$ cat config.mk
export PLATFORM = sky130hd
export DESIGN_NAME = page_mapper
export DESIGN_NICKNAME = d
export VERILOG_FILES = /design/src/rtl/mmu_pkg.sv /design/src/rtl/page_regfile.sv /design/src/rtl/map_ctrl.sv /design/src/rtl/addr_xlate.sv /design/src/rtl/sel_decode.sv /design/src/rtl/page_mapper.sv
export SDC_FILE = /design/constraint.sdc
export NUM_CORES = 1
export LEC_CHECK = 0
export ABC_AREA = 1
export BUFFER_PORTS_ARGS = -buffer_cell sky130_fd_sc_hd__buf_2
export CORE_MARGIN = 3
export CORE_UTILIZATION = 51
export CTS_CLUSTER_DIAMETER = 30
export CTS_CLUSTER_SIZE = 25
export DETAILED_ROUTE_END_ITERATION = 6
export GPL_ROUTABILITY_DRIVEN = 0
export HOLD_SLACK_MARGIN = 0.06
export PLACE_DENSITY_LB_ADDON = 0.15
export RECOVER_POWER = 25
export SKIP_LAST_GASP = 1
export SYNTH_ARGS = -nofsm -noshare
export SYNTH_HDL_FRONTEND = slang
export SYNTH_SLANG_ARGS = --single-unit
$ cat constraint.sdc
create_clock -name clk -period 3.3 [get_ports clk]
set_input_delay 0.165 -clock clk [delete_from_list [all_inputs] [get_ports clk]]
set_output_delay 0.165 -clock clk [all_outputs]
set_load 0.02 [all_outputs]
$ cat src/rtl/mmu_pkg.sv
package mmu_pkg;
  localparam int unsigned LOG_AW_DEF  = 16;
  localparam int unsigned PHYS_AW_DEF = 22;
  localparam int unsigned PAGE_W_DEF  = 14;
  localparam int unsigned SOCK_W_DEF  = 2;

  // one-hot decode of a small field, width fixed by caller through slicing
  function automatic logic [15:0] onehot16(input logic [3:0] v);
    return 16'(1) << v;
  endfunction
endpackage

$ cat src/rtl/page_regfile.sv
module page_regfile #(
  parameter int unsigned IDX_W = 2,
  parameter int unsigned ENT_W = 8,
  localparam int unsigned NUM_WIN = 1 << IDX_W
) (
  input  logic                     clk,
  input  logic                     we,
  input  logic [IDX_W-1:0]         widx,
  input  logic [ENT_W-1:0]         wdata,
  input  logic [IDX_W-1:0]         rd_idx,
  output logic [ENT_W-1:0]         rd_data,
  input  logic [IDX_W-1:0]         win_idx,
  output logic [ENT_W-1:0]         win_data,
  output logic [NUM_WIN*ENT_W-1:0] ent_flat
);
  logic [ENT_W-1:0] ent_q [NUM_WIN];

  for (genvar g = 0; g < NUM_WIN; g++) begin : g_ent
    always_ff @(posedge clk) begin
      if (we && (widx == IDX_W'(g))) ent_q[g] <= wdata;
    end
    assign ent_flat[g*ENT_W +: ENT_W] = ent_q[g];
  end

  assign rd_data  = ent_q[rd_idx];
  assign win_data = ent_q[win_idx];
endmodule

$ cat src/rtl/map_ctrl.sv
module map_ctrl (
  input  logic clk,
  input  logic rst_n,
  input  logic en_we,
  input  logic en_val,
  output logic enabled
);
  always_ff @(posedge clk) begin
    if (!rst_n)     enabled <= 1'b0;
    else if (en_we) enabled <= en_val;
  end
endmodule

$ cat src/rtl/addr_xlate.sv
module addr_xlate #(
  parameter int unsigned LOG_AW = 16,
  parameter int unsigned PAGE_W = 14,
  parameter int unsigned ENT_W  = 8,
  localparam int unsigned IDX_W   = LOG_AW - PAGE_W,
  localparam int unsigned PHYS_AW = ENT_W + PAGE_W
) (
  input  logic               enabled,
  input  logic [LOG_AW-1:0]  cpu_addr,
  input  logic [ENT_W-1:0]   win_data,
  output logic [IDX_W-1:0]   win_idx,
  output logic [PHYS_AW-1:0] phys
);
  // mapped page when enabled, otherwise the topmost page
  function automatic logic [PHYS_AW-1:0] xlate(input logic en,
                                               input logic [ENT_W-1:0] bank,
                                               input logic [PAGE_W-1:0] off);
    logic [ENT_W-1:0] pg;
    pg = en ? bank : {ENT_W{1'b1}};
    return {pg, off};
  endfunction

  assign win_idx = cpu_addr[LOG_AW-1:PAGE_W];
  assign phys    = xlate(enabled, win_data, cpu_addr[PAGE_W-1:0]);
endmodule

$ cat src/rtl/sel_decode.sv
module sel_decode #(
  parameter int unsigned SOCK_W = 2,
  localparam int unsigned NUM_SOCK = 1 << SOCK_W
) (
  input  logic [SOCK_W:0]     hi_bits,   // {card bit, socket field}
  input  logic                dual_card,
  output logic [NUM_SOCK-1:0] sock_sel,
  output logic [1:0]          card_sel
);
  logic card_bit;
  assign card_bit = hi_bits[SOCK_W];

  for (genvar g = 0; g < NUM_SOCK; g++) begin : g_sock
    assign sock_sel[g] = (hi_bits[SOCK_W-1:0] == SOCK_W'(g));
  end

  assign card_sel[0] = !dual_card || !card_bit;
  assign card_sel[1] = dual_card && card_bit;
endmodule

$ cat src/rtl/page_mapper.sv
module page_mapper
  import mmu_pkg::*;
#(
  parameter int unsigned LOG_AW  = LOG_AW_DEF,
  parameter int unsigned PHYS_AW = PHYS_AW_DEF,
  parameter int unsigned PAGE_W  = PAGE_W_DEF,
  parameter int unsigned SOCK_W  = SOCK_W_DEF,
  localparam int unsigned IDX_W    = LOG_AW - PAGE_W,
  localparam int unsigned ENT_W    = PHYS_AW - PAGE_W,
  localparam int unsigned NUM_WIN  = 1 << IDX_W,
  localparam int unsigned NUM_SOCK = 1 << SOCK_W,
  localparam int unsigned SOCK_LSB = PHYS_AW - 1 - SOCK_W
) (
  input  logic                clk,
  input  logic                rst_n,
  input  logic [LOG_AW-1:0]   cpu_addr,
  input  logic                ent_we,
  input  logic [IDX_W-1:0]    ent_idx,
  input  logic [ENT_W-1:0]    ent_wdata,
  input  logic                en_we,
  input  logic                en_val,
  input  logic [IDX_W-1:0]    rd_idx,
  input  logic                dual_card,
  output logic [ENT_W-1:0]    rd_data,
  output logic                map_enabled,
  output logic [PHYS_AW-1:0]  phys_addr,
  output logic [NUM_SOCK-1:0] sock_sel,
  output logic [1:0]          card_sel
);
  logic [IDX_W-1:0]         win_idx;
  logic [ENT_W-1:0]         win_data;
  logic [NUM_WIN*ENT_W-1:0] ent_flat;

  page_regfile #(.IDX_W(IDX_W), .ENT_W(ENT_W)) u_regs (
    .clk(clk), .we(ent_we), .widx(ent_idx), .wdata(ent_wdata),
    .rd_idx(rd_idx), .rd_data(rd_data),
    .win_idx(win_idx), .win_data(win_data), .ent_flat(ent_flat)
  );

  map_ctrl u_ctrl (
    .clk(clk), .rst_n(rst_n), .en_we(en_we), .en_val(en_val),
    .enabled(map_enabled)
  );

  addr_xlate #(.LOG_AW(LOG_AW), .PAGE_W(PAGE_W), .ENT_W(ENT_W)) u_xlate (
    .enabled(map_enabled), .cpu_addr(cpu_addr), .win_data(win_data),
    .win_idx(win_idx), .phys(phys_addr)
  );

  sel_decode #(.SOCK_W(SOCK_W)) u_sel (
    .hi_bits(phys_addr[PHYS_AW-1:SOCK_LSB]), .dual_card(dual_card),
    .sock_sel(sock_sel), .card_sel(card_sel)
  );
endmodule

Yosys cells after proc, flatten, opt, wreduce, memory -nomap -nowiden
Memories as Yosys holds them, arrays and structs flattened.
Index checks and enable logic that the tools add are counted.
{"block": "op_classes", "n_lt_le_gt_ge": 0, "bitwise_logic": 0, "div_mod_pow": 0, "n_eq_ne": 6, "n_mul": 0, "shifts": 0, "mux": 18, "n_reduce_logical": 13, "n_addsub": 0}
{"operator": "two-way mux 8 bit", "n": 4}
{"operator": "OR reduction 8 bit", "n": 3}
{"operator": "two-way mux 1 bit", "n": 11}
{"operator": "== test 2 bit, second input constant", "n": 4}
{"operator": "two-way mux 2 bit", "n": 3}
{"operator": "logical AND 1 bit", "n": 5}
{"operator": "== test 2 x 1 -> 1 bit, second input constant", "n": 2}
{"operator": "logical NOT 2 bit", "n": 2}
{"operator": "logical NOT 1 bit", "n": 2}
{"operator": "logical OR 1 bit", "n": 1}
{"block": "word_totals", "wordCells": 39, "n_memories": 1, "mem_bits_ro": 0, "reg_bits": 1, "ram_bits": 32, "out_inout_bits": 37, "latchBits": 0}
{"name": "u_regs.ent_q", "depth": 4, "width": 8, "rd": 2, "rd_clocked_by_memory_dff": 0, "write_ports": 1, "line_no": "page_regfile.sv:16", "rtl": "logic [ENT_W-1:0] ent_q [NUM_WIN];"}

Longest topological paths before layout
Gate-level depths: netlist of the first run.
{"block": "depth", "word_depth": 8, "ltp_mapped": 8, "depth_no_buf": 7}

Hierarchy
Synthesis of the first run repeated with hierarchy kept, for this count alone.
{"block": "unflattened", "cells_unflattened": 243, "hier_area_um2": 1953.1}
{"mod": "page_regfile", "area_each_um2": 1692.9, "seq_area_each_um2": 960.9, "cells_per_inst": 195, "instances": 1}
{"mod": "addr_xlate", "area_each_um2": 185.2, "seq_area_each_um2": 0.0, "cells_per_inst": 33, "instances": 1}
{"mod": "map_ctrl", "area_each_um2": 41.3, "seq_area_each_um2": 20.0, "cells_per_inst": 6, "instances": 1}
{"mod": "sel_decode", "area_each_um2": 33.8, "seq_area_each_um2": 0.0, "cells_per_inst": 9, "instances": 1}

Least setup slack after synthesis of the first run
No wires, ideal clock.
{"block": "synth_path", "kind": "input to register", "startpoint": "input ent_idx[1]", "endpoint": "memory u_regs.ent_q[3][0] (enable)", "n_path_buf": 0, "path_stages": 2, "required_time_ps": 2917, "slack_ps": 2072, "t_arrival_ps": 845, "setup_time_ps": 383, "cell_sequence": "inv_1 -> nor3_1"}
{"block": "synth_between", "elab_chain_cells": 8, "elab_cells_between_ends": 25, "classes_between": "eq/ne: 3; mux: 14; reduce/logical: 8"}
{"element": "from (decl)", "line_no": "page_mapper.sv:18", "rtl": "input logic [IDX_W-1:0] ent_idx,"}
{"element": "== test 2 x 1 -> 1 bit", "line_no": "page_regfile.sv:20", "rtl": "if (we && (widx == IDX_W'(g))) ent_q[g] <= wdata;"}
{"element": "logical AND 1 bit", "line_no": "page_regfile.sv:20"}
{"element": "two-way mux 1 bit", "line_no": "page_regfile.sv:20"}
{"element": "two-way mux 1 bit (implied by the code)", "line_no": "page_regfile.sv:20"}
{"element": "OR reduction 8 bit (no line)"}
{"element": "two-way mux 2 bit (no line) / two-way mux 1 bit (equally long branches) (3 in series)"}
{"element": "to (decl)", "line_no": "page_regfile.sv:16"}
Parallel ways exist; a longest one is shown, timed or not.

Worst setup path in the final report of the first run
{"block": "layout_path", "startpoint": "register u_ctrl.enabled", "endpoint": "output card_sel[1]"}
{"block": "layout_between", "elab_chain_cells": 2}
{"element": "from (decl)", "line_no": "map_ctrl.sv:6", "rtl": "output logic enabled"}
{"element": "from (signal assigned)", "line_no": "map_ctrl.sv:10", "rtl": "else if (en_we) enabled <= en_val;"}
{"element": "two-way mux 8 bit", "line_no": "addr_xlate.sv:19", "rtl": "pg = en ? bank : {ENT_W{1'b1}};"}
{"element": "logical AND 1 bit", "line_no": "sel_decode.sv:18", "rtl": "assign card_sel[1] = dual_card && card_bit;"}
{"element": "to (decl)", "line_no": "page_mapper.sv:28", "rtl": "output logic [1:0] card_sel"}
Every way passes these cells.

==> results of run 1 <==
kinds of logic after synthesis:
family	Yosys count	synth area share
AO/OA/AOI/OAI	42	0.1351
buffers and inverters	30	0.1249
flip-flops	33	0.5694
AND/OR/NAND/NOR	63	0.1707
worst register-to-register path: stages, from the launching register on:
cell and delay [ps]:
dfxtp_1 660, o21ai_0 170, a21oi_1 130, dlygate4sd3_1 550
state kept, by name, summed over array words and instances (netlist names):
register,flops
u_ctrl.enabled,1
u_regs.ent_q,32
routing by layer:
metal / part of all wire / vias up
met5: 0 / -
met4: 0.025 / 0
met3: 0.10 / 20
met2: 0.48 / 77
met1: 0.39 / 641
li1: - / 653
power groups by stage:
stage / clock (mW) / combinational [mW] / sequential, mW
after CTS: 0.222 / 0.146 / 0.494
after detailed placement: 0 / 0.137 / 0.504
after global routing: 0.249 / 0.161 / 0.498
after global placement: 0 / 0.132 / 0.503
final: 0.216 / 0.146 / 0.495
after floorplan: 0 / 0.118 / 0.499
cells in the final DEF, fill, tap and decap left out, types with 6 or more instances in the layout:
cell / n
buf_2: 40
o21ai_0: 16
nor2_1: 32
nand2_1: 11
dlygate4sd3_1: 10
edfxtp_1: 32
o21ai_1: 12
o22ai_1: 8
nand2_2: 6
final cells by class:
class | count | area (sq um)
Sequential cell | 33 | 980.9
Inverter | 9 | 38.79
Clock inverter | 3 | 17.52
Timing Repair Buffer | 53 | 311.5
Fill cell | 262 | 1160
Tap cell | 44 | 55.05
Clock buffer | 5 | 37.54
Multi-Input combinational cell | 105 | 526.8
how the worst min path moves through the flow:
stage / from / endpoint / cells after the start
2_1_floorplan: en_we / u_ctrl.enabled / 1
3_3_place_gp: cpu_addr[8] / phys_addr[8] / 0
3_5_place_dp: cpu_addr[8] / phys_addr[8] / 0
4_1_cts: ent_idx[0] / u_regs.ent_q[2][1] / 2
5_1_grt: ent_idx[0] / u_regs.ent_q[2][3] / 2
6_report: ent_idx[0] / u_regs.ent_q[2][3] / 2
what timing repair did:
action,CTS,global route
endpoints found under the hold margin,33,0
hold buffers,10,0
setup endpoints to repair,0,0
setup buffers,0,0
==> impl_results.md, run 1 <==
- Status: completed
- Internal: 0.6139 mW
- Hold Vio Cnt, Final: 0
- Syn-to-layout area delta: 14.23%
- Nets: 241
- Seq cells post-synth: 33
- Initial Util: 0.5508
- Fraction of layout cells with a size suffix above 1: 0.3077
- First-pass GRT wire length: 6568 um
- Largest fanout on the critical path: 11
- Fin util: 0.6292
- Worst-Skew Late Latency: 320 ps
- Non-filler cells, final: 252
- Comb pwr share: 0.170
- Crit path arrival time: 1410 ps
- Rel. slew slack: 0.1643
- GR Util met3: 0.07909
- PnR Total Power: 0.8568 mW
- Syn Inst Count: 168
- Clock network power share: 0.252
- Worst Setup End Kind: primary output
- Core Area: 3128 sq um
- Die Height: 64.12 um
- Ys async rst share: 0
- Number of library cell types mapped by synthesis: 20
- Met2 Use GR: 0.3600
- First-pass iteration count of the detailed router: 4
- Dpl hpwl: 2766 um
- Reg2reg end: u_ctrl.enabled
- Worst setup path endpoint: card_sel[1]
- DRC viols: 0
- GRT Overall Usage: 0.2128
- H-tree levels: 2
- Vias in the first global route: 1,435
- Hold slack: 313.7 ps
- # IOs: 71
- Fin. max-slew vios: 0
- FP Rows: 20
- Worst path depth: 4
- Most frequent cells after synthesis: edfxtp_1 (32), nor2_1 (32), buf_4 (16), o21ai_0 (16), o21ai_1 (12)
- Total CTS buffers: 5
- Die area: 4111 sq um
- Placed standard-cell area: 1819 sq um
- Final Cell Area: 1968 sq um
- Crit-path slowest cell: dfxtp_1
- Worst reg2reg path startpoint: u_ctrl.enabled
- CTS root buf: clkbuf_4
- Port buffer count: 42
- Crit path cell chain: nand2_2 -> nand2_2 -> inv_2 -> buf_2
- Post-placement setup slack: 1546 ps
- HP Class: input pin to flop
- Worst slew pin tran: 1244 ps
- Synth warn: 0
- Antenna violations before repair: 0
- Net switching power: 0.2429 mW
- Crit path launch: u_ctrl.enabled
- Netlist Area Pre-Place: 1723 sq um
- Most used DFF post-synth: edfxtp_1
- CTS tree: done
- Reg2Reg Setup Slack: 1740 ps
- Startpoint Class: flop
- P per Cell Area: 435.3 nW/um^2
- Worst Skew: 0 ps
- Final WL: 4031 um
- Top post-synthesis cells by area: edfxtp_1 (56%), buf_4 (7.0%), nor2_1 (7.0%)
- WS Path Type: flop to primary output
- Area leader, netlist: edfxtp_1
- GR Layer Usage met1: 0.2405
- Detail Route Antenna Nets: 0
- CP delay by family, top: flip-flops
- Max cap viols: 0
- Post-Syn Nets: 202
- Grt peak-use layer: met2
- Pin count of the biggest net entering global routing: 18
- Post-synth top area share: 0.5577
- Routed via count: 1,391
- Final period util: 0.4772
- Most used cell, CP: nand2_2
- Number of synthesized flops with an enable pin: 32
- RSZ-0062 raised after global routing: no
- Die Width: 64.12 um
- Achievable Freq: 0.6350 GHz
- Clock Path Buffers: 2
- Register share of total power: 0.578
- Switching share of total power: 0.2835
- Final count of negative-setup-slack endpoints: 0
- Pleak: 0.7609 nW
- Inst Count DP: 234
- TritonCTS Sinks: 33
- Drt initial violations: 105
- Reg2reg path depth: 3
- Reg clk slew, reported paths: 100 ps
- Synth Area per Inst: 10.26 sq um
- PnR worst setup slack: 1725 ps
- Ant. Diodes: 0
- WL per Instance: 16.00 um
- Post-layout min period: 1575 ps
- Grt total ovfl: 0
- Fin Setup TNS: 0 ps
- VDD IR-drop max: 0.0002849 V
- Worst path bufs/invs: 2
- Sequential cell area fraction in the yosys report: 0.5694
- Post_cts resized: 0
- Drt via density: 5.520
- Worst path required time: 3130 ps
- Crit path largest cell delay: 660 ps
No activity file was read; power rests on OpenSTA's default activity.
==> run 2, diff against run 1 <==
--- a/config.mk
+++ b/config.mk
@@ -5,10 +5,10 @@
 export SDC_FILE = /design/constraint.sdc
 export NUM_CORES = 1
 export LEC_CHECK = 0
-export ABC_AREA = 1
+export ABC_AREA = 0
 export BUFFER_PORTS_ARGS = -buffer_cell sky130_fd_sc_hd__buf_2
 export CORE_MARGIN = 3
-export CORE_UTILIZATION = 51
+export CORE_UTILIZATION = 42
 export CTS_CLUSTER_DIAMETER = 30
 export CTS_CLUSTER_SIZE = 25
 export DETAILED_ROUTE_END_ITERATION = 6
==> constraint.sdc (replaced) <==
create_clock -name clk -period 1.3 [get_ports clk]
set_input_delay 0.065 -clock clk [delete_from_list [all_inputs] [get_ports clk]]
set_output_delay 0.065 -clock clk [all_outputs]
set_load 0.02 [all_outputs]
==> impl_results.md, run 2 <==
- Most frequent cells after synthesis: edfxtp_1 (32), buf_4 (14), mux4_2 (11)
- Final WL: 3182 um
- Drt via density: 5.065
- Most used DFF post-synth: edfxtp_1
- # IOs: 71
- Hold Vio Cnt, Final: 0
- Sequential cell area fraction in the yosys report: 0.6017
- Largest fanout on the critical path: 5
- Register share of total power: 0.511
- Port buffer count: 42
- FP Rows: 22
- Clock network power share: 0.306
- GRT Overall Usage: 0.1545
- Detail Route Antenna Nets: 0
- Register Area: 980.9 sq um
- Max reg flops: 32
- Synth warn: 0
- Number of synthesized flops with an enable pin: 32
- First-pass GRT wire length: 4836 um
- Worst Skew: 0 ps
- Antenna violations before repair: 0
- Seq cells post-synth: 33
- Rel. slew slack: 0.6357
- Reg2reg path depth: 3
- Fin util: 0.5960
- HP Class: input pin to flop
- P per Cell Area: 1109 nW/um^2
- Startpoint Class: flop
- VDD IR-drop max: 0.0007747 V
- Drt initial violations: 20
- CTS tree: done
- Worst Setup End Kind: primary output
- Ys async rst share: 0
- DRC viols: 0
- Final period util: 1.249
- Grt total ovfl: 0
- Achievable Freq: 0.6158 GHz
- Die Width: 68.31 um
- Number of library cell types mapped by synthesis: 22
- Fraction of layout cells with a size suffix above 1: 0.5942
- Syn-to-layout area delta: 34.84%
- Fill count: 276
- Reg clk slew, reported paths: 60 ps
- Area leader, netlist: edfxtp_1
- Total CTS buffers: 5
- Post-layout min period: 1624 ps
- First-pass iteration count of the detailed router: 4
- Top post-synthesis cells by area: edfxtp_1 (59%), mux4_2 (15%), mux4_1 (8.1%)
- Fin. max-slew vios: 0
- Internal: 1.902 mW
- Most flops, register: u_regs.ent_q
- Vias in the first global route: 1,061
- Pin count of the biggest net entering global routing: 11
- Final count of negative-setup-slack endpoints: 22
- Status: complete, but fails checks
- Post-Syn Nets: 123
- Syn Inst Count: 89
- WS Path Type: flop to primary output
- Clock Path Buffers: 2
- Biggest regs: u_regs.ent_q x32, u_ctrl.enabled x1
- Top-count cell post-synth: edfxtp_1
- Commonest non-fill, non-tap cell in the layout: edfxtp_1
- Violated checks: setup timing
- Net switching power: 0.5349 mW
- Commonest non-fill, non-tap cells in the layout: edfxtp_1 (32), buf_2 (19), buf_6 (18)
- Inst Count DP: 168
- Ant. Diodes: 0
- Routed via count: 942
- CTS root buf: clkbuf_8
- Switching share of total power: 0.2195
- H-tree levels: 2
- PnR worst setup slack: -323.9 ps
- Pleak: 0.8292 nW
- Core Area: 3689 sq um
- Die Height: 68.31 um
- Max cap viols: 0
- Worst path required time: 1240 ps
- Crit path arrival time: 1560 ps
- WL per Instance: 17.11 um
- Hold Crit Depth: 3
- Initial Util: 0.4420
- Worst-Skew Late Latency: 270 ps
- Non-filler cells, final: 186
- Post-synth top area share: 0.5894
- Nets: 171
- Multi-input logic area: 573.1 sq um
- PnR Total Power: 2.437 mW
- Netlist Area Pre-Place: 1630 sq um
- Dpl hpwl: 2214 um
- RSZ-0062 raised after global routing: yes
- Worst slew pin tran: 546.5 ps
- Comb pwr share: 0.183
- TritonCTS Sinks: 33
- Synth Area per Inst: 18.32 sq um
- Die area: 4666 sq um
[run 2: cell types whose count changed after synthesis, moves of 6 or more]
cell	before	now
nand2_2	6	0
nand2b_1	0	8
o22ai_1	8	0
nor2_1	32	1
o21ai_0	16	1
nand2_1	11	1
mux4_2	0	11
o21ai_1	12	0
[run 2: power groups by stage]
| stage | combinational, mW | clock, mW | sequential [mW] |
|---|---|---|---|
| after floorplan | 0.272 | 0 | 1.26 |
| after global placement | 0.334 | 0 | 1.26 |
| after detailed placement | 0.337 | 0 | 1.27 |
| after CTS | 0.444 | 0.756 | 1.25 |
| after global routing | 0.478 | 0.814 | 1.25 |
| final | 0.446 | 0.746 | 1.25 |
[run 2: worst paths after layout]
check	startpoint	to	slack, ps
setup / recovery	u_regs.ent_q[3][5]	sock_sel[3]	-320
hold / removal	en_val	u_ctrl.enabled	80
setup reg to reg	u_ctrl.enabled	u_ctrl.enabled	390
hold reg to reg	u_ctrl.enabled	u_ctrl.enabled	790
[run 2: metal layers]
layer  vias up  global-route usage  wire length, um
met5         -                   0                0
met1       446              0.1371             1028
met3        23             0.04926              244
met4         0              0.1067              127
met2        38              0.2888             1780
li1        435                   -                -
[run 2: timing repair]
| action | 4_1_cts | 5_1_grt |
|---|---|---|
| pin swaps | 2 | 3 |
| endpoints found under the setup margin | 22 | 22 |
| hold endpoints to repair | 33 | 0 |
| buffers inserted | 0 | 1 |
| hold buffers | 9 | 0 |
| resized for setup | 50 | 3 |
[run 2: final cells by class]
type / count / area share
timing repair buffer: 59 / 0.2231
multi-input combinational: 37 / 0.2607
sequential: 33 / 0.4462
tap: 48 / 0.02732
clock buffer: 8 / 0.04098
inverter: 1 / 0.001707
[run 2: kinds of logic after synthesis]
| group | count (synthesis) | synth area share |
|---|---|---|
| AOI/OAI and AO/OA | 3 | 0.01305 |
| and+or+nand+nor | 17 | 0.06523 |
| buffers and inverters | 19 | 0.08134 |
| DFF | 33 | 0.6017 |
| muxes | 17 | 0.2387 |
[run 2: worst max-delay path: stages (launching register included)]
cell,delay (ps)
edfxtp_1,380
mux4_2,540
a21o_2,240
buf_6,120
[run 2: metrics by stage]
step	area [sq um]	setup WS, ps	hold slack (ps)	setup TNS, ps
global route	2198	-376.0	91.00	-5021
global placement	1852	-27.93	130.1	-31.77
finish	2198	-323.9	81.88	-3857
CTS	2182	-341.2	62.99	-4015
detailed placement	1852	-48.76	130.1	-143.1
floorplan	1645	6.521	163.9	0
